<file path="config.mk">
export PLATFORM = sky130hd
export DESIGN_NAME = nanprop_unit
export DESIGN_NICKNAME = d
export VERILOG_FILES = /design/src/rtl/nanprop_pkg.sv /design/src/rtl/nanprop_classify.sv /design/src/rtl/nanprop_select.sv /design/src/rtl/nanprop_resolve.sv /design/src/rtl/nanprop_unit.sv
export SDC_FILE = /design/constraint.sdc
export NUM_CORES = 1
export LEC_CHECK = 0
export CORE_ASPECT_RATIO = 1.1
export CORE_MARGIN = 2
export CORE_UTILIZATION = 30
export CTS_BUF_LIST = sky130_fd_sc_hd__clkbuf_4 sky130_fd_sc_hd__clkbuf_8 sky130_fd_sc_hd__clkbuf_16
export DETAILED_ROUTE_END_ITERATION = 10
export GPL_TIMING_DRIVEN = 0
export PLACE_DENSITY_LB_ADDON = 0.08
export SLEW_MARGIN = 20
export SYNTH_ARGS = -nofsm -noshare
export SYNTH_HDL_FRONTEND = slang
export SYNTH_SLANG_ARGS = --single-unit
</file>
<file path="constraint.sdc">
create_clock -name clk -period 7.71 [get_ports clk]
set_clock_uncertainty 0.1 [all_clocks]
set_input_delay 1.542 -clock clk [delete_from_list [all_inputs] [get_ports clk]]
set_output_delay 1.542 -clock clk [all_outputs]
set_load 0.01 [all_outputs]
</file>
<file path="src/rtl/nanprop_pkg.sv">
// Package: shared mode codes and format helpers for the NaN propagation unit.
// Assumes only binary32 or binary64 encodings are requested.
package nanprop_pkg;

    // Policy applied when a NaN operand is present.
    typedef enum logic [1:0] {
        NP_MODE_MAGSEL   = 2'd0,
        NP_MODE_SNAN_DEF = 2'd1,
        NP_MODE_DEF      = 2'd2,
        NP_MODE_DEF_ALT  = 2'd3
    } np_mode_e;

    // Total width of the chosen format.
    function automatic int fmt_width(input bit is_double);
        return is_double ? 64 : 32;
    endfunction

    // Exponent field width of the chosen format.
    function automatic int fmt_exp_width(input bit is_double);
        return is_double ? 11 : 8;
    endfunction

endpackage

</file>
<file path="src/rtl/nanprop_classify.sv">
// Module: nanprop_classify
// Classes one operand as NaN, quiet NaN or signalling NaN.
// Assumes the quiet bit is the top significand bit and its polarity is
// given by QUIET_IS_ONE.
module nanprop_classify #(
    parameter int W            = 32,
    parameter int EXP_W        = 8,
    parameter bit QUIET_IS_ONE = 1'b1
) (
    input  logic [W-1:0] value,
    output logic         is_nan,
    output logic         is_qnan,
    output logic         is_snan
);
    localparam int MAN_W = W - EXP_W - 1;
    localparam int QBIT  = MAN_W - 1;

    logic [EXP_W-1:0] exp_f;
    logic [MAN_W-1:0] man_f;

    // Split the fields and decide the class.
    always_comb begin
        exp_f   = value[W-2 -: EXP_W];
        man_f   = value[MAN_W-1:0];
        is_nan  = (&exp_f) && (|man_f);
        is_qnan = is_nan && (man_f[QBIT] == QUIET_IS_ONE);
        is_snan = is_nan && (man_f[QBIT] != QUIET_IS_ONE);
    end
endmodule

</file>
<file path="src/rtl/nanprop_select.sv">
// Module: nanprop_select
// Chooses which operand a NaN result is built from, following the
// magnitude-select rules: NaN over number, quiet over signalling, larger
// significand among NaNs of one kind, positive operand on a tie.
// Assumes the class flags come from nanprop_classify.
module nanprop_select #(
    parameter int W = 32
) (
    input  logic [W-1:0] op_a,
    input  logic [W-1:0] op_b,
    input  logic         a_qnan,
    input  logic         a_snan,
    input  logic         b_qnan,
    input  logic         b_snan,
    output logic         pick_b
);
    logic [W-1:0] mag_a;
    logic [W-1:0] mag_b;
    logic         a_wins;

    // Magnitude comparison with the sign shifted out; raw order breaks ties.
    always_comb begin
        mag_a = {op_a[W-2:0], 1'b0};
        mag_b = {op_b[W-2:0], 1'b0};
        if (mag_a > mag_b)
            a_wins = 1'b1;
        else if (mag_a < mag_b)
            a_wins = 1'b0;
        else
            a_wins = (op_a < op_b);
    end

    // Class-based priority, falling back to the magnitude decision.
    always_comb begin
        if (a_snan) begin
            if (b_snan)
                pick_b = !a_wins;
            else
                pick_b = b_qnan;
        end else if (a_qnan) begin
            if (b_qnan)
                pick_b = !a_wins;
            else
                pick_b = 1'b0;
        end else begin
            pick_b = 1'b1;
        end
    end
endmodule

</file>
<file path="src/rtl/nanprop_resolve.sv">
// Module: nanprop_resolve
// Turns the chosen operand into the final NaN under the active policy:
// quieting, replacement by the default NaN, or pass-through.
// Assumes chosen is a NaN whenever any operand is a NaN.
module nanprop_resolve
    import nanprop_pkg::*;
#(
    parameter int W            = 32,
    parameter int EXP_W        = 8,
    parameter bit QUIET_IS_ONE = 1'b1
) (
    input  logic [W-1:0] chosen,
    input  logic         chosen_snan,
    input  logic [1:0]   mode,
    output logic [W-1:0] nan_out
);
    localparam int MAN_W = W - EXP_W - 1;
    localparam int QBIT  = MAN_W - 1;
    localparam logic [MAN_W-1:0] DEF_MAN = QUIET_IS_ONE ?
        {1'b1, {QBIT{1'b0}}} : {1'b0, {QBIT{1'b1}}};
    localparam logic [W-1:0] DEF_NAN = {1'b0, {EXP_W{1'b1}}, DEF_MAN};

    logic [W-1:0] quieted;
    logic         quiet_ok;
    np_mode_e     mode_e;

    generate
        if (QUIET_IS_ONE) begin : g_set_bit
            // Quieting sets the quiet bit; the significand stays non-zero.
            always_comb begin
                quieted       = chosen;
                quieted[QBIT] = 1'b1;
                quiet_ok      = 1'b1;
            end
        end else begin : g_clear_bit
            // Quieting clears the signalling bit; an empty significand is not a NaN.
            always_comb begin
                quieted       = chosen;
                quieted[QBIT] = 1'b0;
                quiet_ok      = |quieted[MAN_W-1:0];
            end
        end
    endgenerate

    // Apply the policy to the chosen operand.
    always_comb begin
        mode_e = np_mode_e'(mode);
        unique case (mode_e)
            NP_MODE_MAGSEL:   nan_out = chosen_snan ? (quiet_ok ? quieted : DEF_NAN) : chosen;
            NP_MODE_SNAN_DEF: nan_out = chosen_snan ? DEF_NAN : chosen;
            default:          nan_out = DEF_NAN;
        endcase
    end
endmodule

</file>
<file path="src/rtl/nanprop_unit.sv">
// Module: nanprop_unit (top)
// Registered NaN propagation for a two-operand operation. Classifies both
// operands, picks the source operand, resolves it under the mode, and
// registers result, NaN-present and invalid flags on valid_in.
// Assumes mode_in is stable with the operands in a valid_in cycle.
module nanprop_unit #(
    parameter bit IS_DOUBLE    = 1'b0,
    parameter bit QUIET_IS_ONE = 1'b1,
    localparam int W           = nanprop_pkg::fmt_width(IS_DOUBLE)
) (
    input  logic         clk,
    input  logic         rst_n,
    input  logic         valid_in,
    input  logic [1:0]   mode_in,
    input  logic [W-1:0] op_a,
    input  logic [W-1:0] op_b,
    output logic         valid_out,
    output logic [W-1:0] result,
    output logic         nan_present,
    output logic         invalid
);
    localparam int EXP_W = nanprop_pkg::fmt_exp_width(IS_DOUBLE);
    localparam int MAN_W = W - EXP_W - 1;
    localparam int QBIT  = MAN_W - 1;
    localparam logic [MAN_W-1:0] DEF_MAN = QUIET_IS_ONE ?
        {1'b1, {QBIT{1'b0}}} : {1'b0, {QBIT{1'b1}}};
    localparam logic [W-1:0] DEF_NAN = {1'b0, {EXP_W{1'b1}}, DEF_MAN};

    logic [W-1:0] ops   [2];
    logic [1:0]   is_nan;
    logic [1:0]   is_qnan;
    logic [1:0]   is_snan;
    logic         pick_b;
    logic [W-1:0] chosen;
    logic         chosen_snan;
    logic [W-1:0] nan_val;

    // Gather the operands for the classifier array.
    always_comb begin
        ops[0] = op_a;
        ops[1] = op_b;
    end

    generate
        for (genvar i = 0; i < 2; i++) begin : g_cls
            nanprop_classify #(
                .W(W), .EXP_W(EXP_W), .QUIET_IS_ONE(QUIET_IS_ONE)
            ) u_cls (
                .value  (ops[i]),
                .is_nan (is_nan[i]),
                .is_qnan(is_qnan[i]),
                .is_snan(is_snan[i])
            );
        end
    endgenerate

    nanprop_select #(.W(W)) u_sel (
        .op_a  (op_a),
        .op_b  (op_b),
        .a_qnan(is_qnan[0]),
        .a_snan(is_snan[0]),
        .b_qnan(is_qnan[1]),
        .b_snan(is_snan[1]),
        .pick_b(pick_b)
    );

    // Route the chosen operand and its class to the resolver.
    always_comb begin
        chosen      = pick_b ? op_b : op_a;
        chosen_snan = pick_b ? is_snan[1] : is_snan[0];
    end

    nanprop_resolve #(
        .W(W), .EXP_W(EXP_W), .QUIET_IS_ONE(QUIET_IS_ONE)
    ) u_res (
        .chosen     (chosen),
        .chosen_snan(chosen_snan),
        .mode       (mode_in),
        .nan_out    (nan_val)
    );

    // Output register stage: load on valid_in, hold otherwise.
    always_ff @(posedge clk) begin
        if (!rst_n) begin
            valid_out   <= 1'b0;
            result      <= '0;
            nan_present <= 1'b0;
            invalid     <= 1'b0;
        end else begin
            valid_out <= valid_in;
            if (valid_in) begin
                result      <= (|is_nan) ? nan_val : '0;
                nan_present <= |is_nan;
                invalid     <= |is_snan;
            end
        end
    end

    AST_VALID_FOLLOWS: assert property (@(posedge clk) disable iff (!rst_n)
        valid_in |=> valid_out);
    AST_VALID_DROPS: assert property (@(posedge clk) disable iff (!rst_n)
        !valid_in |=> !valid_out);
    AST_HOLD_IDLE: assert property (@(posedge clk) disable iff (!rst_n)
        !valid_in |=> $stable(result) && $stable(invalid));
    AST_NO_NAN_CLEAN: assert property (@(posedge clk) disable iff (!rst_n)
        valid_out && !nan_present |-> result == '0 && !invalid);
    AST_INVALID_NEEDS_NAN: assert property (@(posedge clk) disable iff (!rst_n)
        valid_out && invalid |-> nan_present);
    AST_RESULT_QUIET: assert property (@(posedge clk) disable iff (!rst_n)
        valid_out && nan_present |->
            (&result[W-2 -: EXP_W]) && (|result[MAN_W-1:0])
            && (result[QBIT] == QUIET_IS_ONE));
    AST_DEFAULT_MODE: assert property (@(posedge clk) disable iff (!rst_n)
        valid_in && mode_in[1] && (op_a[W-2 -: EXP_W] == '1) && (|op_a[MAN_W-1:0])
            |=> result == DEF_NAN);
endmodule

</file>
==> results of run 1 <==
-- per-layer routing --
layer | GRT usage (%) | vias up | wire [um] | part of all wire [%]
li1 | - | 1516 | - | -
met1 | 25.9 | 1414 | 4300 | 47
met2 | 31.5 | 89 | 4310 | 47
met3 | 2.90 | 11 | 440 | 4.8
met4 | 5.24 | 0 | 141 | 1.5
met5 | 0 | - | 0 | 0
-- synthesized netlist by cell type (all sizes together) --
master | instances | share of area (%)
a21oi | 71 | 13
inv | 36 | 5.0
dfxtp | 35 | 26
o21ai | 34 | 6.3
ha | 32 | 15
a32oi | 23 | 7.5
nand4 | 15 | 3.5
nor2b | 12 | 2.8
nor4 | 11 | 2.6
nand2 | 10 | 1.4
buf | 9 | 2.6
clkbuf | 9 | 1.4
nor2 | 9 | 1.3
nand3 | 8 | 1.5
a21o | 3 | 0.84
a31oi | 3 | 0.70
and2 | 3 | 0.70
and3 | 3 | 0.70
a2111oi | 2 | 0.89
nor3 | 2 | 0.37
o31a | 2 | 0.65
o31ai | 2 | 1.6
a211oi | 1 | 0.28
a221o | 1 | 0.37
a221oi | 1 | 0.56
and4 | 1 | 0.33
nand3b | 1 | 0.28
o21a | 1 | 0.28
o22a | 1 | 0.33
o2bb2a | 1 | 0.37
o41ai | 1 | 0.33
or3b | 1 | 0.33
-- flip-flops by register name, indices dropped and copies added (netlist names) --
register / count
nan_present: 1
valid_out: 1
result: 32
invalid: 1
-- area by class of cell --
class,count,area share (%)
plain buffers,18,2.70
clock buffers,5,1.75
clock inverters,3,0.509
inverters,36,3.43
multi-input cells,255,44.2
flip-flops and latches,35,17.8
well taps,114,3.62
repair buffers,102,25.9
-- final timing paths --
kind,startpoint,end
setup / recovery,op_b[11],result[4]
hold / removal,result[29],result[29]
setup reg to reg,result[20],result[20]
hold reg to reg,result[29],result[29]
-- power breakdown --
part	internal, uW	switching (uW)	leakage, uW	total [uW]
clock	63.1	80.6	0.0000402	144
combinational	56.0	52.2	0.00115	108
sequential	181	0.311	0.000282	182
-- layout by cell type, fill, tap and decap left out, drive strengths merged, types with 2 or more instances in the layout --
cell type / n
nor2b: 12
a32oi: 23
clkbuf: 14
clkinvlp: 2
o31ai: 2
inv: 36
buf: 9
nand4: 15
a21o: 3
clkdlybuf4s50: 102
dfxtp: 35
o21ai: 34
a21oi: 71
ha: 32
o31a: 2
nand2: 10
nand3: 8
nor2: 9
nor4: 11
nor3: 2
and2: 3
a31oi: 3
and3: 3
a2111oi: 2
-- stage by stage --
step / setup WS [ns] / cell area [sq um] / cells / utilization (%)
floorplan: 3.96 / 2680 / 344 / -
global placement: 3.05 / 3850 / 560 / 43.8
detailed placement: 3.04 / 3850 / 560 / 43.8
CTS: 3.35 / 3940 / 568 / 44.8
global route: 3.03 / 3940 / 568 / 44.8
finish: 3.36 / 3940 / 568 / 44.8
-- tightest hold or removal path: cells and delay by family (launching register included) --
| kind | cells | cell delay (ns) |
|---|---|---|
| simple gates | 1 | 0.09 |
| flops | 1 | 0.33 |
| compound gates | 1 | 0.06 |
-- cell families after synthesis --
| logic type | count (synthesis) | share of synthesized area (%) |
|---|---|---|
| flops | 35 | 26.1 |
| buf+inv | 54 | 9.00 |
| compound gates | 147 | 34.3 |
| simple gates | 76 | 15.7 |
| fa+ha+maj | 32 | 14.9 |
==> impl_metrics.ini, run 1 <==
[outcome]
outcome = completed

[routing]
drt_iter0_markers = 123
wl_per_cell_um = 16.2
detail_route.first_pass.iterations = 6
finalWirelength_mm = 9.19
postRouteAntennaNets = 0
vias = 3030
via_per_inst = 5.33
post-route-drc-count = 0

[floorplanning]
start_util_pct = 30.6
core_sq_um = 8780
die_w_um = 94.2
dieArea_sq_um = 9720
rows = 36
die_height_um = 103
ioPinCount = 104

[worst_hold_path]
hold_depth = 2
hold_path.class = reg2reg

[final_layout]
drive_above_1_share_pct = 5.07
n_antenna_cell = 0
fillCellCount = 929
register_area_sq_um = 701
area_growth_pct = 46.7
multi_input_area_sq_um = 1740
final_nets = 554

[synth]
synth_cell_types = 36
syn_inst = 344
syn_area_sq_um = 2680
yosys_warnings = 0
synthesis.nets = 445
synth_area_per_cell_sq_um = 7.80
yosys_register_bits = 35
seq_area_frac_synth_pct = 26.1

[grt]
grt_first_pass_wirelength_mm = 14.5
grt_max_degree = 13
grt_pass1_vias = 2934
grt.overflow.total = 0
antenna_found_initial = 0
track_usage_pct = 19.0

[setup_path]
worst-path-stages = 11
critical_path.top_delay_family = buffers and inverters
cp_data_arrival_time_ns = 4.48
worstPathRequired_ns = 7.84
endpoint_kind = flip-flop
path_class = in2reg
start_kind = input port
r2r_cells = 2
cp_common_cell = nand4_1
cp_slowest_stage_delay_ns = 0.52
critPathSlowestCell = clkdlybuf4s50_1
path_buf_inv = 3
crit_fanout = 10
cp_cell_sequence = clkdlybuf4s50_1, inv_1, ha_1, nand4_1, nor4_1, nand4_1, a31oi_1, o31a_1, clkbuf_1, o21ai_0, a21oi_1
reg2reg_slack_ns = 6.90

[cts]
clock_latency_ns = 0.30
cts_sinks = 35
htree_levels = 2
tritoncts = built
ctsHoldBuffers = 0
cts-root-buf = clkbuf_8
cts_made_buffers = 5
post-cts-setup-buffer-count = 0
cts_resized = 0
clockBufferDepth = 2
cts.reportedPaths.clkPinSlew_ns = 0.09

[sta]
maxSlewViolCount = 0
holdWs_ns = 0.419
worst_pin_slew_ns = 0.669
setup_tns_ns = 0
fin_crit_ns = 4.35
finalHoldViolations = 0
fin_crit_sh_pct = 56.4
rsz0062_at_grt = false
finalSetupViolCount = 0
max_slew_margin_pct = 55.3
fmax_mhz = 230

[placement]
port_buffers = 102
routabilityCongestion = 0.895
dpl.hpwl_mm = 7.21

[job]
drv_cap = 0

[power]
power_density_nw_per_um2 = 110
leakagePower_uw = 0.00147
ir_worst_vdd_mv = 0.0575
total_power_uw = 434
(Power assumes the default switching activity.)
==> run 2, diff against run 1 <==
clock period = 4.2 ns   (was 7.71 ns; I/O delays follow)
==> results of run 2 <==
Same layout as run 1 (identical final DEF). Status: completed.
Main changes from that run: setup slack after placement 3.04 ns -> 0.233 ns; setup slack after layout 3.36 ns -> 0.556 ns; register-to-register setup slack 6.90 ns -> 3.39 ns; total power 434 uW -> 796 uW; worst IR drop on VDD 0.0575 mV -> 0.106 mV
